**config.mk**
```make
export PLATFORM = sky130hd
export DESIGN_NAME = tlb_cache
export DESIGN_NICKNAME = d
export VERILOG_FILES = /design/src/rtl/tlb_pkg.sv /design/src/rtl/tlb_cam_match.sv /design/src/rtl/tlb_slot_pick.sv /design/src/rtl/tlb_cache.sv
export SDC_FILE = /design/constraint.sdc
export NUM_CORES = 1
export LEC_CHECK = 0
export BUFFER_PORTS_ARGS = -buffer_cell sky130_fd_sc_hd__buf_2
export CAP_MARGIN = 20
export CORE_MARGIN = 2
export CORE_UTILIZATION = 34
export DETAILED_ROUTE_END_ITERATION = 10
export GPL_TIMING_DRIVEN = 0
export PLACE_DENSITY = 0.47
export SYNTH_ARGS = -nofsm -noshare
export SYNTH_HDL_FRONTEND = slang
export SYNTH_SLANG_ARGS = --single-unit
```
**constraint.sdc**
```tcl
create_clock -name clk -period 23.6 [get_ports clk]
set_input_delay 4.72 -clock clk [delete_from_list [all_inputs] [get_ports clk]]
set_output_delay 4.72 -clock clk [all_outputs]
set_load 0.03 [all_outputs]
```
**src/rtl/tlb_pkg.sv**
```systemverilog
package tlb_pkg;
  typedef struct packed {
    logic glob;
    logic wr;
    logic dirty;
    logic acc;
  } tlb_flags_t;
  localparam int FLAGS_W = $bits(tlb_flags_t);
endpackage

```
**src/rtl/tlb_cam_match.sv**
```systemverilog
module tlb_cam_match #(
  parameter int N     = 16,
  parameter int TAG_W = 20
) (
  input  logic [N-1:0]     vld,
  input  logic [TAG_W-1:0] tags [N],
  input  logic [TAG_W-1:0] key,
  output logic [N-1:0]     hit_vec
);
  for (genvar i = 0; i < N; i++) begin : g_cmp
    assign hit_vec[i] = vld[i] && (tags[i] == key);
  end
endmodule

```
**src/rtl/tlb_slot_pick.sv**
```systemverilog
module tlb_slot_pick #(
  parameter int N     = 16,
  parameter int IDX_W = 4
) (
  input  logic [N-1:0]     vld,
  input  logic [N-1:0]     same_tag,
  input  logic [IDX_W-1:0] rr_ptr,
  output logic [IDX_W-1:0] slot,
  output logic             evict
);
  always_comb begin
    slot  = rr_ptr;
    evict = 1'b1;
    // scan downward so the lowest empty slot wins
    for (int i = N - 1; i >= 0; i--) begin
      if (!vld[i]) begin
        slot  = IDX_W'(i);
        evict = 1'b0;
      end
    end
    // an existing copy of the page always takes priority
    for (int i = 0; i < N; i++) begin
      if (same_tag[i]) begin
        slot  = IDX_W'(i);
        evict = 1'b0;
      end
    end
  end
endmodule

```
**src/rtl/tlb_cache.sv**
```systemverilog
module tlb_cache #(
  parameter int VPN_W   = 20,
  parameter int PFN_W   = 20,
  parameter int OFF_W   = 12,
  parameter int ENTRIES = 16
) (
  input  logic                     clk,
  input  logic                     rst,
  input  logic [VPN_W+OFF_W-1:0]   lk_vaddr,
  output logic                     lk_hit,
  output logic [PFN_W+OFF_W-1:0]   lk_paddr,
  output logic [3:0]               lk_flags,
  input  logic                     fill_en,
  input  logic [VPN_W-1:0]         fill_vpn,
  input  logic [PFN_W-1:0]         fill_pfn,
  input  logic [3:0]               fill_flags,
  input  logic                     flush_ctx,
  input  logic                     inval_en,
  input  logic [VPN_W-1:0]         inval_vpn
);
  import tlb_pkg::*;
  localparam int IDX_W = $clog2(ENTRIES);
  localparam int VA_W  = VPN_W + OFF_W;

  logic [VPN_W-1:0]   ent_tag [ENTRIES];
  logic [PFN_W-1:0]   ent_pfn [ENTRIES];
  tlb_flags_t         ent_flg [ENTRIES];
  logic [ENTRIES-1:0] valid;
  logic [IDX_W-1:0]   rr_ptr;

  logic [ENTRIES-1:0] glob_vec, lk_match, inv_match, fill_match;
  logic [ENTRIES-1:0] valid_clr, valid_nxt;
  logic [IDX_W-1:0]   fill_slot;
  logic               fill_evict;

  for (genvar i = 0; i < ENTRIES; i++) begin : g_glob
    assign glob_vec[i] = ent_flg[i].glob;
  end

  tlb_cam_match #(.N(ENTRIES), .TAG_W(VPN_W)) u_lk_cam (
    .vld(valid), .tags(ent_tag), .key(lk_vaddr[VA_W-1:OFF_W]), .hit_vec(lk_match));

  tlb_cam_match #(.N(ENTRIES), .TAG_W(VPN_W)) u_inv_cam (
    .vld(valid), .tags(ent_tag), .key(inval_vpn), .hit_vec(inv_match));

  // flush first, then single-page invalidate
  always_comb begin
    valid_clr = valid;
    if (flush_ctx) valid_clr = valid_clr & glob_vec;
    if (inval_en)  valid_clr = valid_clr & ~inv_match;
  end

  tlb_cam_match #(.N(ENTRIES), .TAG_W(VPN_W)) u_fill_cam (
    .vld(valid_clr), .tags(ent_tag), .key(fill_vpn), .hit_vec(fill_match));

  tlb_slot_pick #(.N(ENTRIES), .IDX_W(IDX_W)) u_pick (
    .vld(valid_clr), .same_tag(fill_match), .rr_ptr(rr_ptr),
    .slot(fill_slot), .evict(fill_evict));

  always_comb begin
    valid_nxt = valid_clr;
    if (fill_en) valid_nxt[fill_slot] = 1'b1;
  end

  always_ff @(posedge clk) begin
    if (rst) begin
      valid  <= '0;
      rr_ptr <= '0;
    end else begin
      valid <= valid_nxt;
      if (fill_en && fill_evict) begin
        if (rr_ptr == IDX_W'(ENTRIES - 1)) rr_ptr <= '0;
        else                               rr_ptr <= rr_ptr + 1'b1;
      end
    end
  end

  // storage arrays carry no reset; validity is tracked separately
  always_ff @(posedge clk) begin
    if (fill_en) begin
      ent_tag[fill_slot] <= fill_vpn;
      ent_pfn[fill_slot] <= fill_pfn;
      ent_flg[fill_slot] <= tlb_flags_t'(fill_flags);
    end
  end

  logic [PFN_W-1:0] sel_pfn;
  tlb_flags_t       sel_flg;
  always_comb begin
    sel_pfn = '0;
    sel_flg = '0;
    for (int i = 0; i < ENTRIES; i++) begin
      if (lk_match[i]) begin
        sel_pfn = sel_pfn | ent_pfn[i];
        sel_flg = sel_flg | ent_flg[i];
      end
    end
  end

  assign lk_hit   = |lk_match;
  assign lk_paddr = {sel_pfn, lk_vaddr[OFF_W-1:0]};
  assign lk_flags = sel_flg;
endmodule

```
==> Yosys cells after proc, flatten, opt, wreduce, memory -nomap -nowiden <==
Memories as Yosys holds them, arrays and structs flattened.
Index checks and enable logic that the tools add are counted.
{ "op_classes": {"addsub": 1, "multipliers": 0, "div_mod_pow": 0, "n_lt_le_gt_ge": 4, "eq_ne": 49, "n_shift": 0, "n_mux": 107, "n_bitwise": 35, "n_reduce_logical": 52} }
{ "ops": {"columns": ["cell", "count"], "rows": [
  ["$eq 20x20->1", 48],
  ["$mux 20", 17],
  ["$bwmux 320", 1],
  ["$or 20x20->20", 15],
  ["$mux 4", 49],
  ["$demux 20 s4", 1],
  ["$or 4x4->4", 15],
  ["$logic_and 1x1->1", 51],
  ["$mux 16", 3],
  ["$mux 1", 35],
  ["$and 16x16->16", 2],
  ["$not 16->16", 1],
  ["$or 16x16->16", 1],
  ["$reduce_or 16->1", 1],
  ["$ge 5x5->1 const B", 1],
  ["$lt 4x5->1 const B", 1],
  ["$lt 5x1->1 const B", 1],
  ["$not 4->5", 1],
  ["$add 4x1->4 const B", 1],
  ["$demux 1 s4", 1],
  ["$eq 4x4->1 const B", 1],
  ["$ge 4x1->1 const B", 1]
]} }
{ "word_totals": {"regBits": 340, "latch_bits": 0, "mem_bits_rw": 384, "romBits": 0, "in_bits": 101, "out_inout_bits": 37, "n_memories": 2} }
{ "memory_table": {"columns": ["name", "words", "width", "rd", "rd_ports_with_merged_regs", "write_ports", "line_no", "rtl"], "rows": [
  ["ent_pfn", 16, 20, 16, 0, 1, "tlb_cache.sv:26", "logic [PFN_W-1:0] ent_pfn [ENTRIES];"],
  ["ent_flg", 16, 4, 16, 0, 1, "tlb_cache.sv:27", "tlb_flags_t ent_flg [ENTRIES];"]
]} }

==> Depth between registers and ports, before layout <==
{ "depth": {"depth_word": 43, "mapped_depth": 14} }

==> Cells and area by module <==
From an unflattened synthesis, not the netlist that was laid out.
{ "unflattened": {"hier_cells": 2593, "area_unflattened_um2": 36416.2} }
{ "by_module_without_submodules": {"columns": ["mod", "instances", "cells_each", "area_per_inst_um2", "seq_area_each_um2"], "rows": [
  ["tlb_cache", 1, 1116, 24517.3, 21540.7],
  ["tlb_cam_match", 3, 472, 3846.2, 0.0],
  ["tlb_slot_pick", 1, 61, 360.3, 0.0]
]} }

==> Least setup slack after synthesis <==
No wires, ideal clock.
{ "synth_timing": {"path_type": "input-to-output", "start": "input lk_vaddr[22]", "end": "output lk_flags[2]", "t_arrival_ps": 7471, "required_time_ps": 18880, "path_slack_ps": 11409, "cell_stages": 10, "path_buffers": 4, "cell_sequence": "clkbuf_1 -> buf_1 -> xor2_1 -> nor4_1 -> nand3_1 -> nor4_1 -> clkbuf_1 -> clkbuf_1 -> a221oi_1 -> nand4_1"} }
{ "synth_between": {"elab_chain_cells": 33} }
{ "synth_lines": {"columns": ["element", "line_no", "rtl"], "rows": [
  ["start: declaration", "tlb_cache.sv:9", "input logic [VPN_W+OFF_W-1:0] lk_vaddr,"],
  ["$eq 20x20->1", "tlb_cam_match.sv:11", "assign hit_vec[i] = vld[i] && (tags[i] == key);"],
  ["$logic_and 1x1->1", "tlb_cam_match.sv:11", null],
  ["$mux 4", "tlb_cache.sv:93", "if (lk_match[i]) begin"],
  ["$or 4x4->4", "tlb_cache.sv:95", "sel_flg = sel_flg | ent_flg[i];"],
  ["$mux 4", "tlb_cache.sv:93", null],
  ["$or 4x4->4", "tlb_cache.sv:95", null],
  ["$mux 4", "tlb_cache.sv:93", null],
  ["$or 4x4->4", "tlb_cache.sv:95", null],
  ["[17 not listed]", null, null],
  ["$or 4x4->4", "tlb_cache.sv:95", null],
  ["$mux 4", "tlb_cache.sv:93", null],
  ["$or 4x4->4", "tlb_cache.sv:95", null],
  ["$mux 4", "tlb_cache.sv:93", null],
  ["$or 4x4->4", "tlb_cache.sv:95", null],
  ["$mux 4", "tlb_cache.sv:93", null],
  ["$or 4x4->4", "tlb_cache.sv:95", null],
  ["$mux 4 (*)", "tlb_cache.sv:93", null],
  ["end: declaration", "tlb_cache.sv:12", "output logic [3:0] lk_flags,"]
]} }
Every way passes the cells marked *; elsewhere a longest branch is shown, timed or not.

==> Worst setup path after layout <==
{ "layout_timing": {"start": "input lk_vaddr[24]", "end": "output lk_paddr[30]"} }
{ "layout_between": {"elab_chain_cells": 33} }
{ "layout_lines": {"columns": ["element", "line_no", "rtl"], "rows": [
  ["$eq 20x20->1", "tlb_cam_match.sv:11", null],
  ["$logic_and 1x1->1", "tlb_cam_match.sv:11", null],
  ["$mux 20", "tlb_cache.sv:93", null],
  ["$or 20x20->20", "tlb_cache.sv:94", "sel_pfn = sel_pfn | ent_pfn[i];"],
  ["$mux 20", "tlb_cache.sv:93", null],
  ["$or 20x20->20", "tlb_cache.sv:94", null],
  ["$mux 20", "tlb_cache.sv:93", null],
  ["$or 20x20->20", "tlb_cache.sv:94", null],
  ["[17 not listed]", null, null],
  ["$or 20x20->20", "tlb_cache.sv:94", null],
  ["$mux 20", "tlb_cache.sv:93", null],
  ["$or 20x20->20", "tlb_cache.sv:94", null],
  ["$mux 20", "tlb_cache.sv:93", null],
  ["$or 20x20->20", "tlb_cache.sv:94", null],
  ["$mux 20", "tlb_cache.sv:93", null],
  ["$or 20x20->20", "tlb_cache.sv:94", null],
  ["$mux 20 (*)", "tlb_cache.sv:93", null],
  ["end: declaration", "tlb_cache.sv:11", "output logic [PFN_W+OFF_W-1:0] lk_paddr,"]
]} }
Marks and branches as above.

==> flow_metrics.py <==
metrics = {
    "floorplan": {
        "dieArea_mm2": 0.109,
        "start_util": 0.343,
        "fp.dieH_um": 330,
        "io_pins": 138,
        "die_w_um": 330,
        "design.core.area_mm2": 0.105,
        "rows": 119,
    },
    "placed_design": {
        "gp_congestion": 0.976,
        "portBuffers": 85,
        "dp_hpwl_um": 112000,
        "place_area_mm2": 0.0396,
    },
    "clock_network": {
        "ctsHoldBuffers": 0,
        "cts_buffers": 85,
        "ctsRootBufferMaster": "clkbuf_16",
        "clk_pin_slew_worst_paths_ps": 60,
        "htree_levels": 3,
        "cts_resized": 0,
        "post_cts_buffers": 0,
        "cts_tree": "done",
        "cts_sinks": 724,
        "clock_path_buffers": 3,
        "clk_latency_ps": 700,
    },
    "global_routing": {
        "grt_pass1_vias": 25300,
        "grt_pass1_wl_um": 226000,
        "grt_max_degree": 29,
        "grt_use_met3": 0.0714,
        "grt-ovfl-total": 0,
        "track_usage": 0.311,
        "use_met2": 0.476,
        "antenna_found_initial": 12,
        "grt.busiest_layer": "met2",
        "use_met1": 0.414,
    },
    "power_and_ir_drop": {
        "peakVddDrop_uv": 57.4,
        "p_leak_uw": 0.0135,
        "p_int_uw": 2250,
        "netSwitchingFraction": 0.257,
        "combPwrFrac": 0.087,
        "powerDensity_mw_per_mm2": 71.4,
        "p_sw_uw": 778,
        "p_clk_frac": 0.442,
        "share_seq_of_total_power": 0.472,
        "finalPower_uw": 3030,
    },
    "logic_synthesis": {
        "ys_ff_latch": 724,
        "synth_edf_count": 704,
        "yosys.area.top_type": "edfxtp_1",
        "syn_area_per_cell_um2": 13.8,
        "synth_flop_cell": "edfxtp_1",
        "async_flop_share": 0,
        "seq_area_frac_synth": 0.597,
        "synthTopCellsByArea": "edfxtp_1, xnor2_1, xor2_1",
        "postSynthCellCount": 2612,
        "synth_nets": 2714,
        "synth_area_mm2": 0.0361,
        "yosys_warnings": 0,
        "synth.distinct_cells": 72,
        "synth_top_area_frac": 0.586,
    },
    "setup_path": {
        "arrival_ps": 9690,
        "cp-end-kind": "output port",
        "setup.worst_path.class": "input pin to output port",
        "critPathLaunch": "lk_vaddr[24]",
        "required_ps": 18880,
        "r2r_start": "ent_tag[185]$_DFFE_PP_",
        "crit_fanout": 10,
        "cp-start-kind": "input pin",
    },
    "layout": {
        "final_common_cell": "edfxtp_1",
        "final_util": 0.403,
        "final_nets": 2983,
        "layout-drive-gt1-share": 0.153,
        "area_delta_synth_final_pct": 17.4,
        "layout_common_cells": "edfxtp_1, xnor2_1, xor2_1",
        "fill_cells": 9796,
        "finalInstanceArea_mm2": 0.0424,
    },
    "route": {
        "drtPass1Iterations": 5,
        "final_antenna_net_count": 0,
        "wire_per_inst_um": 39.6,
        "drt_iter0_drc": 3848,
        "drcViolationCount": 0,
        "vias": 26300,
        "totalWireLength_um": 172000,
        "via_per_inst": 6.05,
    },
    "sta": {
        "skew_ps": 54.8,
        "finalSetupViolCount": 0,
        "timing.final.crit_period_ps": 14410,
        "hold_viol": 0,
        "tns_ps": 0,
        "rsz0062_at_grt": "no",
        "finalCritPeriodShare": 0.611,
        "worstMarginPinSlew_ps": 1300,
        "report.final.slew_viol_count": 0,
        "fmax_mhz": 69.4,
        "relSlewSlack": 0.130,
    },
    "status": {
        "outcome": "completed",
    },
    "min_path": {
        "hp-class": "register to register",
        "hp-start": "rr_ptr[3]$_SDFFE_PP0P_",
    },
    "job": {
        "cap_violations": 0,
    },
}
## power by group through the flow
| stage | sequential [uW] | clock [uW] | combinational (uW) |
|---|---|---|---|
| finish | 1430 | 1340 | 263 |
| global route | 1430 | 1390 | 264 |
| CTS | 1430 | 1350 | 253 |
| detailed placement | 1450 | 0 | 252 |
| global placement | 1450 | 0 | 246 |
| floorplan | 1450 | 0 | 123 |
## Yosys cell counts (3+ instances only)
cell and n:
inv_1 11, a41oi_1 7, a221oi_1 96, or3_1 6, dfxtp_1 20, nand3b_1 4
o22ai_1 9, a41o_1 4, xnor2_1 511, a211oi_1 6, edfxtp_1 704, and3_1 4
o21a_1 6, nor3_1 25, a21oi_1 13, nor4_1 147, o221ai_1 5, buf_4 24
o21ai_0 12, nand3_1 54, nand2_1 11, xor2_1 450, nor2_1 12, buf_1 9
clkbuf_1 76, buf_2 49, or4_1 6, nand4_1 156, nor2b_1 6, a22o_1 96
or4b_1 4, o21ai_1 3, buf_6 13
## layer usage
layer  vias to the layer above  wire length [um]
met2                      1752             76100
met5                         -                30
met3                       424             16800
li1                      10400                 -
met4                         4              9790
met1                     13700             69300
## sequential cells by signal, summed over array words and instances (netlist names)
name     count
ent_flg     64
rr_ptr       4
ent_pfn    320
valid       16
ent_tag    320
## cell type report
class                           instances  area, um2  area share
Sequential cell                       724      21500       0.508
Inverter                               11       41.3    0.000974
Buffer                                172        922      0.0218
Clock inverter                         48        538      0.0127
Timing Repair Buffer                  182       1570      0.0371
Antenna cell                            3       7.51    0.000177
Multi-Input combinational cell       1705      13800       0.325
Tap cell                             1391       1740      0.0411
Clock buffer                          109       2250      0.0531
## cell families (layout without fill, tap and decap cells)
logic type,after synthesis,in the layout,synth area share
AOI/OAI and AO/OA,287,287,0.0667
xor gates and xnor gates,961,961,0.233
adders and majority gates,1,1,0.000347
buffers and inverters,183,522,0.0260
DFF,724,724,0.597
muxes,2,2,0.000555
other,0,3,0
and+or+nand+nor,454,454,0.0765
## final timing paths
path,to,slack (ps),depth (start not counted)
setup / recovery,lk_paddr[30],9190,11
hold / removal,rr_ptr[3]$_SDFFE_PP0P_,540,2
setup reg to reg,ent_pfn[3][5]$_DFFE_PP_,17570,13
hold reg to reg,rr_ptr[3]$_SDFFE_PP0P_,540,2
## critical path, stage by stage
cell	delay (ps)
clkbuf_1	880
clkbuf_2	800
xnor2_1	250
nand4_1	200
nor4_2	400
buf_4	260
clkbuf_1	710
clkbuf_1	750
a221oi_1	230
nand4_1	180
buf_2	230
## through the flow
step	hold WS (ps)	setup slack [ps]	cells
floorplan	471	11410	2612
global placement	495	5860	4088
detailed placement	529	9300	4185
CTS	537	9300	4342
global route	582	9280	4344
finish	539	9190	4345
Note: power is estimated with default switching activity, not from simulation.
